[src/rtl/fib_bcd_pkg.sv]
package fib_bcd_pkg;
   typedef enum logic [1:0] {
      ST_LOAD  = 2'd0,
      ST_SUM   = 2'd1,
      ST_SHOW  = 2'd2,
      ST_SLIDE = 2'd3
   } fib_state_e;

   localparam int DEC_RADIX = 10;
   localparam int DEC_FIX   = 6;
endpackage

[src/rtl/bcd_digit_adder.sv]
module bcd_digit_adder #(
   parameter int NIB         = 4,
   parameter int ADJ_VARIANT = 0
) (
   input  logic [NIB-1:0] a_dig,
   input  logic [NIB-1:0] b_dig,
   input  logic           c_in,
   output logic [NIB-1:0] s_dig,
   output logic           c_out
);
   import fib_bcd_pkg::*;
   localparam int W = NIB + 1;

   logic [W-1:0] raw;
   logic [W-1:0] fixed;

   assign raw   = {1'b0, a_dig} + {1'b0, b_dig} + W'(c_in);
   assign fixed = raw + W'(DEC_FIX);

   generate
      if (ADJ_VARIANT == 0) begin : g_compare
         // single magnitude compare on the five-bit sum
         always_comb begin
            if (raw >= W'(DEC_RADIX)) begin
               s_dig = fixed[NIB-1:0];
               c_out = 1'b1;
            end else begin
               s_dig = raw[NIB-1:0];
               c_out = 1'b0;
            end
         end
      end else begin : g_two_path
         // binary carry path and 10..15 path handled separately
         logic in_hex_range;
         assign in_hex_range = raw[NIB-1] & (raw[NIB-2] | raw[NIB-3]);
         always_comb begin
            if (raw[NIB]) begin
               s_dig = fixed[NIB-1:0];
               c_out = 1'b1;
            end else if (in_hex_range) begin
               s_dig = fixed[NIB-1:0];
               c_out = 1'b1;
            end else begin
               s_dig = raw[NIB-1:0];
               c_out = 1'b0;
            end
         end
      end
   endgenerate
endmodule

[src/rtl/fib_seq_ctrl.sv]
module fib_seq_ctrl #(
   parameter  int DIGITS = 16,
   localparam int IDXW   = $clog2(DIGITS)
) (
   input  logic            clk,
   input  logic            rst,
   input  logic            tick,
   input  logic            dig_carry,
   output logic            do_load,
   output logic            do_sum,
   output logic            do_slide,
   output logic [IDXW-1:0] pos,
   output logic            carry_q,
   output logic            show
);
   import fib_bcd_pkg::*;
   localparam logic [IDXW-1:0] LAST = IDXW'(DIGITS - 1);

   fib_state_e state;

   always_ff @(posedge clk) begin
      if (rst) begin
         state   <= ST_LOAD;
         pos     <= '0;
         carry_q <= 1'b0;
      end else begin
         case (state)
            ST_LOAD: begin
               state   <= ST_SUM;
               pos     <= '0;
               carry_q <= 1'b0;
            end
            ST_SUM: begin
               carry_q <= dig_carry;
               if (pos == LAST) begin
                  pos   <= '0;
                  state <= dig_carry ? ST_LOAD : ST_SHOW;
               end else begin
                  pos <= pos + 1'b1;
               end
            end
            ST_SHOW: begin
               if (tick) state <= ST_SLIDE;
            end
            default: begin
               state   <= ST_SUM;
               pos     <= '0;
               carry_q <= 1'b0;
            end
         endcase
      end
   end

   assign do_load  = (state == ST_LOAD);
   assign do_sum   = (state == ST_SUM);
   assign do_slide = (state == ST_SLIDE);
   assign show     = (state == ST_SHOW);
endmodule

[src/rtl/fib_bank_regs.sv]
module fib_bank_regs #(
   parameter  int DIGITS = 16,
   parameter  int NIB    = 4,
   localparam int IDXW   = $clog2(DIGITS)
) (
   input  logic            clk,
   input  logic            rst,
   input  logic            do_load,
   input  logic            do_slide,
   input  logic            do_sum,
   input  logic [IDXW-1:0] pos,
   input  logic [NIB-1:0]  sum_dig,
   output logic [NIB-1:0]  old_a,
   output logic [NIB-1:0]  old_b,
   input  logic [IDXW-1:0] view_idx,
   output logic [NIB-1:0]  view_dig
);
   logic [DIGITS-1:0][NIB-1:0] bank_a;
   logic [DIGITS-1:0][NIB-1:0] bank_b;
   logic [DIGITS-1:0][NIB-1:0] bank_v;

   genvar gi;
   generate
      for (gi = 0; gi < DIGITS; gi++) begin : g_digit
         localparam logic [NIB-1:0] SEED = (gi == 0) ? NIB'(1) : '0;
         always_ff @(posedge clk) begin
            if (rst) begin
               bank_a[gi] <= '0;
               bank_b[gi] <= '0;
               bank_v[gi] <= '0;
            end else if (do_load) begin
               bank_a[gi] <= '0;
               bank_b[gi] <= SEED;
            end else if (do_slide) begin
               bank_a[gi] <= bank_b[gi];
               bank_b[gi] <= bank_v[gi];
            end else if (do_sum && (pos == IDXW'(gi))) begin
               bank_v[gi] <= sum_dig;
            end
         end
      end
   endgenerate

   assign old_a    = bank_a[pos];
   assign old_b    = bank_b[pos];
   assign view_dig = bank_v[view_idx];
endmodule

[src/rtl/fib_bcd_engine.sv]
module fib_bcd_engine #(
   parameter  int DIGITS      = 16,
   parameter  int NIB         = 4,
   parameter  int ADJ_VARIANT = 0,
   localparam int IDXW        = $clog2(DIGITS)
) (
   input  logic            clk,
   input  logic            rst,
   input  logic            tick,
   input  logic [IDXW-1:0] rd_idx,
   output logic [NIB-1:0]  rd_digit,
   output logic            disp_valid
);
   generate
      if (NIB != 4) begin : g_bad_nib
         $error("fib_bcd_engine: NIB must be 4 for decimal digits");
      end
      if (DIGITS < 2 || (1 << IDXW) != DIGITS) begin : g_bad_digits
         $error("fib_bcd_engine: DIGITS must be a power of two, at least 2");
      end
      if (ADJ_VARIANT < 0 || ADJ_VARIANT > 1) begin : g_bad_variant
         $error("fib_bcd_engine: ADJ_VARIANT must be 0 or 1");
      end
   endgenerate

   logic            do_load, do_sum, do_slide;
   logic [IDXW-1:0] pos;
   logic            carry_q, dig_cout;
   logic [NIB-1:0]  dig_a, dig_b, dig_sum;

   fib_seq_ctrl #(.DIGITS(DIGITS)) u_ctrl (
      .clk(clk), .rst(rst), .tick(tick), .dig_carry(dig_cout),
      .do_load(do_load), .do_sum(do_sum), .do_slide(do_slide),
      .pos(pos), .carry_q(carry_q), .show(disp_valid)
   );

   fib_bank_regs #(.DIGITS(DIGITS), .NIB(NIB)) u_banks (
      .clk(clk), .rst(rst), .do_load(do_load), .do_slide(do_slide),
      .do_sum(do_sum), .pos(pos), .sum_dig(dig_sum),
      .old_a(dig_a), .old_b(dig_b),
      .view_idx(rd_idx), .view_dig(rd_digit)
   );

   bcd_digit_adder #(.NIB(NIB), .ADJ_VARIANT(ADJ_VARIANT)) u_add (
      .a_dig(dig_a), .b_dig(dig_b), .c_in(carry_q),
      .s_dig(dig_sum), .c_out(dig_cout)
   );
endmodule

[config.mk]
export PLATFORM = sky130hd
export DESIGN_NAME = fib_bcd_engine
export DESIGN_NICKNAME = d
export VERILOG_FILES = /design/src/rtl/fib_bcd_pkg.sv /design/src/rtl/bcd_digit_adder.sv /design/src/rtl/fib_seq_ctrl.sv /design/src/rtl/fib_bank_regs.sv /design/src/rtl/fib_bcd_engine.sv
export SDC_FILE = /design/constraint.sdc
export NUM_CORES = 1
export LEC_CHECK = 0
export BUFFER_PORTS_ARGS = -buffer_cell sky130_fd_sc_hd__buf_2
export CORE_MARGIN = 10
export CORE_UTILIZATION = 55
export DETAILED_ROUTE_END_ITERATION = 6
export PLACE_DENSITY = 0.78
export REMOVE_ABC_BUFFERS = 1
export SLEW_MARGIN = 5
export SYNTH_ARGS = -nofsm -noshare
export SYNTH_HDL_FRONTEND = slang
export SYNTH_HIERARCHICAL = 1
export SYNTH_SLANG_ARGS = --single-unit
[constraint.sdc]
create_clock -name clk -period 11.03 [get_ports clk]
set_clock_uncertainty 0.1 [all_clocks]
set_input_delay 1.103 -clock clk [delete_from_list [all_inputs] [get_ports clk]]
set_output_delay 1.103 -clock clk [all_outputs]
set_load 0.05 [all_outputs]
# == Word level (Yosys, flattened, before mapping) ==
# Cells that the tools add are included.
# totals
regBits,199
wordCells,135
# op_classes
n_reduce_logical,37
bitwise_logic,2
order_cmp,3
add_sub_neg,4
mux,17
eq_ne,20
# ops
operator,count
4-bit binary-select mux with 4-bit select,3
3-bit AND reduction,16
"4-bit == test, second input constant",8
4-bit two-way mux,5
"4-bit by 3-bit == test with 1-bit output, second input constant",4
1-bit logical AND,16
"4-bit by 5-bit < comparator with 1-bit output, second input constant",2
"4-bit by 2-bit == test with 1-bit output, second input constant",2
4-bit case mux with 2 select lines,1
2-bit two-way mux,3
4-bit by 4-bit adder with 5-bit output,1
5-bit by 1-bit adder with 5-bit output,1
"5-bit by 4-bit greater-or-equal comparator with 1-bit output, second input constant",1
"4-bit by 1-bit adder with 4-bit output, second input constant",1
"4-bit by 3-bit adder with 4-bit output, second input constant",1
"2-bit == test, second input constant",2
"4-bit by 1-bit == test with 1-bit output, second input constant",1
4-bit zero test,1
"2-bit != test, second input constant",2
2-bit case mux with 2 select lines,1
1-bit two-way mux,3
"2-bit by 1-bit == test with 1-bit output, second input constant",1
2-bit zero test,1
1-bit inverter,2
other kinds (4),4

# == Logic depth before layout (Yosys ltp) ==
# Gate-level depths: netlist (run 1).
# depth
ltp_word,9
ltp_mapped,18
depth_no_buf,13

# == Hierarchy ==
# The synthesis (run 1) kept the hierarchy.
# by_module_without_submodules
mod,seq_area_each_um2,cells_each,n_inst,area_per_inst_um2
fib_bank_regs,3843.7,838,1,8589.5
fib_seq_ctrl,140.1,46,1,419.2
bcd_digit_adder,0.0,32,1,269.0

# == Worst setup path before layout (run 1) ==
# OpenSTA, ideal clock, no wires.
# synth_path
kind,flip-flop to flip-flop
start,register u_ctrl.pos[1]
end,register u_banks/bank_v[30] in the netlist's numbering
period_less_slack_ps,4012
path_buffers,5
t_required_ps,10860
arrival_time_ps,3842
path_slack_ps,7018
path_stages_with_launch,19
cell_sequence,dfxtp_1 -> buf_2 -> buf_4 -> buf_4 -> mux4_2 -> a22oi_1 -> nand2_1 -> inv_1 -> fa_1 -> fa_1 -> xor2_2 -> ha_1 -> and4b_1 -> a21oi_2 -> mux2i_1 -> clkbuf_1 -> clkbuf_1 -> nand3_1 -> a21oi_1
# synth_via
elab_chain_cells,6
word_cells_on_any_way,12
classes_between,add/sub: 3; order compare: 1; eq/ne: 1; mux: 5; reduce/logical: 2
# synth_rtl
item,line,rtl
start: declaration,fib_seq_ctrl.sv:12,"output logic [IDXW-1:0] pos,"
start signal: assignment,fib_seq_ctrl.sv:39,pos <= pos + 1'b1;
4-bit binary-select mux with 4-bit select (*),fib_bank_regs.sv:44,assign old_a = bank_a[pos];
4-bit two-way mux (not written as such) (*),fib_bank_regs.sv:44,
via dig_a[0],fib_bcd_engine.sv:29,"logic [NIB-1:0] dig_a, dig_b, dig_sum;"
4-bit by 4-bit adder with 5-bit output (*),bcd_digit_adder.sv:17,"assign raw = {1'b0, a_dig} + {1'b0, b_dig} + W'(c_in);"
5-bit by 1-bit adder with 5-bit output (*),bcd_digit_adder.sv:17,
4-bit by 3-bit adder with 4-bit output or 5-bit by 4-bit greater-or-equal comparator with 1-bit output (tied branches),"bcd_digit_adder.sv:18, bcd_digit_adder.sv:24",
4-bit two-way mux (*),bcd_digit_adder.sv:24,if (raw >= W'(DEC_RADIX)) begin
via dig_sum[2],fib_bcd_engine.sv:29,
end signal: indexed assignment,fib_bank_regs.sv:38,bank_v[gi] <= sum_dig;
end: declaration,fib_bank_regs.sv:20,logic [DIGITS-1:0][NIB-1:0] bank_v;
# The timed path passes the listed nets; every way through them passes the cells marked *. The select of a mux whose other input is x is not followed.
# A chain may end at the register's enable or synchronous reset.

# == Worst setup path in the final report (run 1) ==
# layout_path
start,register u_ctrl.pos[2]
end,register u_banks/bank_v[26] in the netlist's numbering
# The elaborated chain is that of the path after synthesis.

==> results of run 1 <==
layout by cell type (no fill, tap or decap), drive strengths merged, types with 2 or more instances in the layout:
| master | count |
|---|---|
| nor4b | 2 |
| or4b | 2 |
| nand3 | 75 |
| nand3b | 5 |
| clkbuf | 19 |
| o21ai | 67 |
| mux4 | 48 |
| nor2 | 136 |
| fa | 2 |
| dfxtp | 199 |
| nor2b | 11 |
| ha | 10 |
| a22oi | 21 |
| inv | 15 |
| and3b | 2 |
| nor3 | 2 |
| a21oi | 70 |
| buf | 21 |
| xor2 | 3 |
| clkinvlp | 4 |
| nand2 | 15 |
| mux2i | 132 |
| mux2 | 2 |
| clkinv | 2 |
critical path, stage by stage (launching register included):
cell and delay [ns]:
dfxtp_1 0.71, nor2b_1 0.70, a22oi_1 0.18, nand2_1 0.12, inv_1 0.06, fa_1 0.48
fa_1 0.46, xor2_2 0.19, ha_1 0.22, and4b_1 0.20, a21oi_2 0.24, mux2i_1 0.27
buf_4 0.26, nand3_1 0.10, a21oi_1 0.19
path summary, 6_finish.rpt:
check,slack (ns),to,depth (start not counted)
worst max-delay path,6.45,u_banks/bank_v[26],14
worst min-delay path,0.38,u_ctrl/carry_q,2
worst max register to register,6.45,u_banks/bank_v[26],14
worst min register to register,0.38,u_ctrl/carry_q,2
Yosys cell counts (5+ instances only):
library cell,number
dfxtp_1,199
nor2_1,136
mux2i_1,132
nand3_1,74
a21oi_1,68
mux4_2,48
o21ai_0,41
clkbuf_1,37
buf_2,28
o21ai_1,26
a22oi_1,21
nand2_1,15
nor2b_1,11
buf_4,10
ha_1,10
buf_6,8
inv_1,8
nand3b_1,5
registers in the layout (all words and copies together), names as in the netlist:
| register | count |
|---|---|
| u_ctrl/pos | 4 |
| u_ctrl/state | 2 |
| u_ctrl/carry_q | 1 |
| u_banks/bank_a | 64 |
| u_banks/bank_v | 64 |
| u_banks/bank_b | 64 |
layer usage:
metal  routed length, um  track usage [%]
met2               10400             30.8
met1                9250             25.3
met5                   0                0
met3                1340             4.53
met4                 308             5.73
cell families after synthesis:
kind of cell    Yosys count
simple gates            263
flops                   199
mux                     182
compound gates          161
buf+inv                  95
fa+ha+maj                12
xor+xnor                  4
layout make-up:
class	instances	area share, %
clock buffer	19	4.62
inverter	8	0.306
clock inverter	13	1.14
timing repair buffer	21	1.33
sequential	199	40.7
multi-input combinational	622	49.1
tap	220	2.81
stage by stage:
stage	hold slack (ns)	total power, mW	setup WS [ns]
6_report	0.383	1.63	6.45
5_1_grt	0.414	1.68	6.22
4_1_cts	0.385	1.63	6.53
3_5_place_dp	0.374	1.04	6.62
3_3_place_gp	0.369	1.04	6.75
2_1_floorplan	0.335	0.970	4.16
power groups by stage:
stage | clock network [mW] | logic, mW | registers (mW)
global route | 0.633 | 0.320 | 0.730
floorplan | 0 | 0.199 | 0.770
detailed placement | 0 | 0.297 | 0.747
CTS | 0.603 | 0.299 | 0.730
finish | 0.595 | 0.301 | 0.730
global placement | 0 | 0.295 | 0.747
==> flow_summary.ini, run 1 <==
[synth]
yosysUniqueCellTypes = 50
synth.area.top_cells = dfxtp_1 43%, mux2i_1 14%, mux4_2 12%
synth_compound_area_share_pct = 9.41
syn_area_um2 = 9280
synth_area_per_cell_um2 = 10.1
ys_async_sr_fraction_pct = 0
synth_ff_type = dfxtp_1
yosys.area_share.simple_pct = 13.9
synth_edf_count = 0
synth_top_area_share_pct = 42.9
synth_top_family_by_area = multiplexers
synth_top_cell_by_area = dfxtp_1
synth-seq-cells = 199
synthMuxAreaShare_pct = 26.1
synthAdderAreaFrac_pct = 1.78
yosys_warnings = 6
synth-xor-area-share_pct = 0.459
synthCells = 916
synth_seq_area_share_pct = 42.9

[route]
drt-wirelength-per-cell_um = 19.4
viasPerCell = 6.17
drc = 0
routed-via-count = 6797
ant_nets = 0
dr.pass1.iters = 5
wl_mm = 21.4
drt_iter0_drc = 752

[pwr]
vdd_drop_max_uv = 117
powerDensity_nw_per_um2 = 166
seqPwrFrac_pct = 44.9
p_clk_share_pct = 36.6
leakagePower_nw = 2.95
p_comb_share_pct = 18.5
p_sw_share_pct = 31.3
p_int_mw = 1.12
power.switching_mw = 0.509

[grt]
grt_max_degree = 76
grt_use_total_pct = 19.2
antenna_found_initial = 0
first_global_vias = 6508
grt_pass1_wl_mm = 34.7
overflow = 0

[finish]
fillers = 1385
area_growth_syn_to_layout_pct = 5.61
antenna_cells = 0
nets = 888
seqCellArea_um2 = 3990
final_cell_area_um2 = 9800
utilization_pct = 59.1
multi_input_area_um2 = 4810
drive_gt1_share_pct = 13.3
layout.cells.non_filler = 1102

[clock_network]
postCtsHoldBufs = 0
clockBufferDepth = 2
cts_root_buf = clkbuf_16
numCtsBuffers = 17
postCtsSetupRepairBufs = 0
cts.repair.resized = 0
clkSinkCount = 199
tritoncts = done
cts.clk_slew.worst_paths_ns = 0.07
cts.htree.levels = 4
clock_latency_ns = 0.44

[floorplan]
core_area_um2 = 16600
die_h_um = 150
initial_utilization_pct = 55.9
rows = 47
die_area_um2 = 22500
chipWidth_um = 150
num_io_pins = 12

[setup_path]
end_kind = flop
r2r-start = u_ctrl/pos[2]
startpoint = u_ctrl/pos[2]
cp_data_arrival_time_ns = 4.83
crit_required_ns = 11.29
path_max_fanout = 16
path_class = reg2reg
worstSetupStartpointType = flop

[placement]
port_buffers = 11
globalplace.congestion = 0.838
dpl-instance-area_um2 = 9230
dp_hpwl_mm = 13.1
dp.cells = 1070

[timing]
tightest_slew_ns = 0.974
finalCritPeriodShare_pct = 41.5
report.final.slew_viol_count = 0
final-hold-violation-count = 0
setup_violations = 0
rsz0062_at_grt = false
fin_tns_setup_ns = 0
finalCriticalPeriod_ns = 4.58
clock.fmax_mhz = 219
maxSlewHeadroom_pct = 34.9

[run]
maxCapViolations = 0

[min_path]
hp-start = u_ctrl/carry_q
hp-class = reg2reg

[run_status]
status = finished clean
Note: power is estimated with default switching activity, not from simulation.
==> run 2, diff against run 1 <==
==> constraint.sdc (replaced) <==
create_clock -name clk -period 4.4 [get_ports clk]
set_clock_uncertainty 0.1 [all_clocks]
set_input_delay 0.44 -clock clk [delete_from_list [all_inputs] [get_ports clk]]
set_output_delay 0.44 -clock clk [all_outputs]
set_load 0.05 [all_outputs]
==> flow_summary.ini, run 2 (same netlist as run 1, synthesis figures left out) <==
[floorplan]
die_area_um2 = 22500
die_h_um = 150
initial_utilization_pct = 55.9
num_io_pins = 12
core_area_um2 = 16600
chipWidth_um = 150
rows = 47

[timing]
finalCriticalPeriod_ns = 4.00
tightest_slew_ns = 1.06
layout_setup_ws_ns = 0.396
fin_tns_setup_ns = 0
hold_ws_ns = 0.300
report.final.slew_viol_count = 0
final-hold-violation-count = 0
finalCritPeriodShare_pct = 91.0
maxSlewHeadroom_pct = 29.5
setup_violations = 0
rsz0062_at_grt = false
clock.fmax_mhz = 250

[route]
drc = 0
ant_nets = 0
drt-wirelength-per-cell_um = 19.4
dr.pass1.iters = 5
viasPerCell = 6.14
routed-via-count = 6832
drt_iter0_drc = 804
wl_mm = 21.6

[grt]
overflow = 0
grt_use_total_pct = 19.5
grt_max_degree = 75
first_global_vias = 6803
antenna_found_initial = 0
grt_pass1_wl_mm = 35.0

[clock_network]
clkSinkCount = 199
cts.clk_slew.worst_paths_ns = 0.08
postCtsSetupRepairBufs = 0
clockBufferDepth = 2
cts_root_buf = clkbuf_16
numCtsBuffers = 17
postCtsHoldBufs = 0
cts.htree.levels = 4
clock_latency_ns = 0.45
tritoncts = done

[placement]
dp_slack_ns = 0.370
dp_hpwl_mm = 14.0
port_buffers = 11
globalplace.congestion = 0.856

[setup_path]
r2r.worst_path.cells = 14
worstSetupStartpointType = flop
path_max_fanout = 9
path_class = reg2reg
end_kind = flop
crit_required_ns = 4.66
cp_data_arrival_time_ns = 4.26

[finish]
biggestRegsByFlops = u_banks/bank_a (64), u_banks/bank_b (64), u_banks/bank_v (64)
antenna_cells = 0
area_growth_syn_to_layout_pct = 6.30
nets = 899
final_cell_mix = 197 x dfxtp_1, 136 x nor2_1, 132 x mux2i_1
drive_gt1_share_pct = 13.9
final_common_cell = dfxtp_1

[min_path]
hold_depth = 4
hp-class = in2reg

[pwr]
p_sw_share_pct = 30.5
p_comb_share_pct = 18.1
leakagePower_nw = 3.00
powerDensity_nw_per_um2 = 411
p_clk_share_pct = 36.0
seqPwrFrac_pct = 45.9
vdd_drop_max_uv = 304
power.switching_mw = 1.24
p_int_mw = 2.82

[run]
maxCapViolations = 0

[run_status]
status = finished clean
## run 2: cell types whose count changed in the layout (fill, tap and decap cells not counted), moves of 2 or more
cell,delta
clkbuf_1,+4
clkinv_2,+3
clkbuf_8,-2
buf_4,+11
inv_6,-5
## run 2: final cells by class
cell class	instances	area (um^2)
fill	1396	6720
multi-input combinational	622	4810
sequential	199	3990
clock buffer	21	440
tap	220	275
timing repair buffer	32	213
clock inverter	11	103
inverter	8	30.0
## run 2: metrics by stage
step	area, um^2	utilization [%]	cells	total power, mW
floorplan	8800	-	829	2.43
global placement	9320	56.2	1081	2.62
detailed placement	9320	56.2	1081	2.63
CTS	9860	59.5	1113	4.06
global route	9860	59.5	1113	4.20
finish	9860	59.5	1113	4.06
## run 2: power groups by stage
stage               Combinational [mW]  Sequential [mW]  Clock, mW
finish                           0.734             1.86       1.46
global route                     0.791             1.87       1.55
CTS                              0.725             1.86       1.47
detailed placement               0.723             1.90          0
global placement                 0.720             1.90          0
floorplan                        0.499             1.93          0
## run 2: routing by layer
| layer | vias to the layer above | wire (um) | GRT usage, % |
|---|---|---|---|
| met5 | - | 0 | 0 |
| met4 | 0 | 657 | 8.75 |
| met3 | 51 | 1310 | 4.23 |
| met2 | 234 | 10500 | 31.9 |
| met1 | 3347 | 9090 | 24.2 |
| li1 | 3200 | - | - |
## run 2: worst max-delay path: stages (launching register included)
cell and delay (ns):
dfxtp_1 0.39, and2b_1 0.53, a22oi_1 0.21, nand2_1 0.11
inv_1 0.07, fa_1 0.49, fa_1 0.47, xor2_2 0.19
ha_1 0.23, and4b_1 0.20, a21oi_2 0.21, mux2i_1 0.26
buf_4 0.19, nand3_1 0.07, a21oi_1 0.18
## run 2: worst paths after layout
check	start	endpoint	slack, ns
worst max-delay path	u_ctrl/pos[2]	u_banks/bank_v[34]	0.40
worst min-delay path	tick	u_ctrl/state[1]	0.30
worst max register to register	u_ctrl/pos[2]	u_banks/bank_v[34]	0.40
worst min register to register	u_ctrl/carry_q	u_ctrl/carry_q	0.37
## run 2: what timing repair did
item                                    4_1_cts  5_1_grt
hold endpoints to repair                      0        0
resized for setup                             0        1
endpoints found under the setup margin        0        1
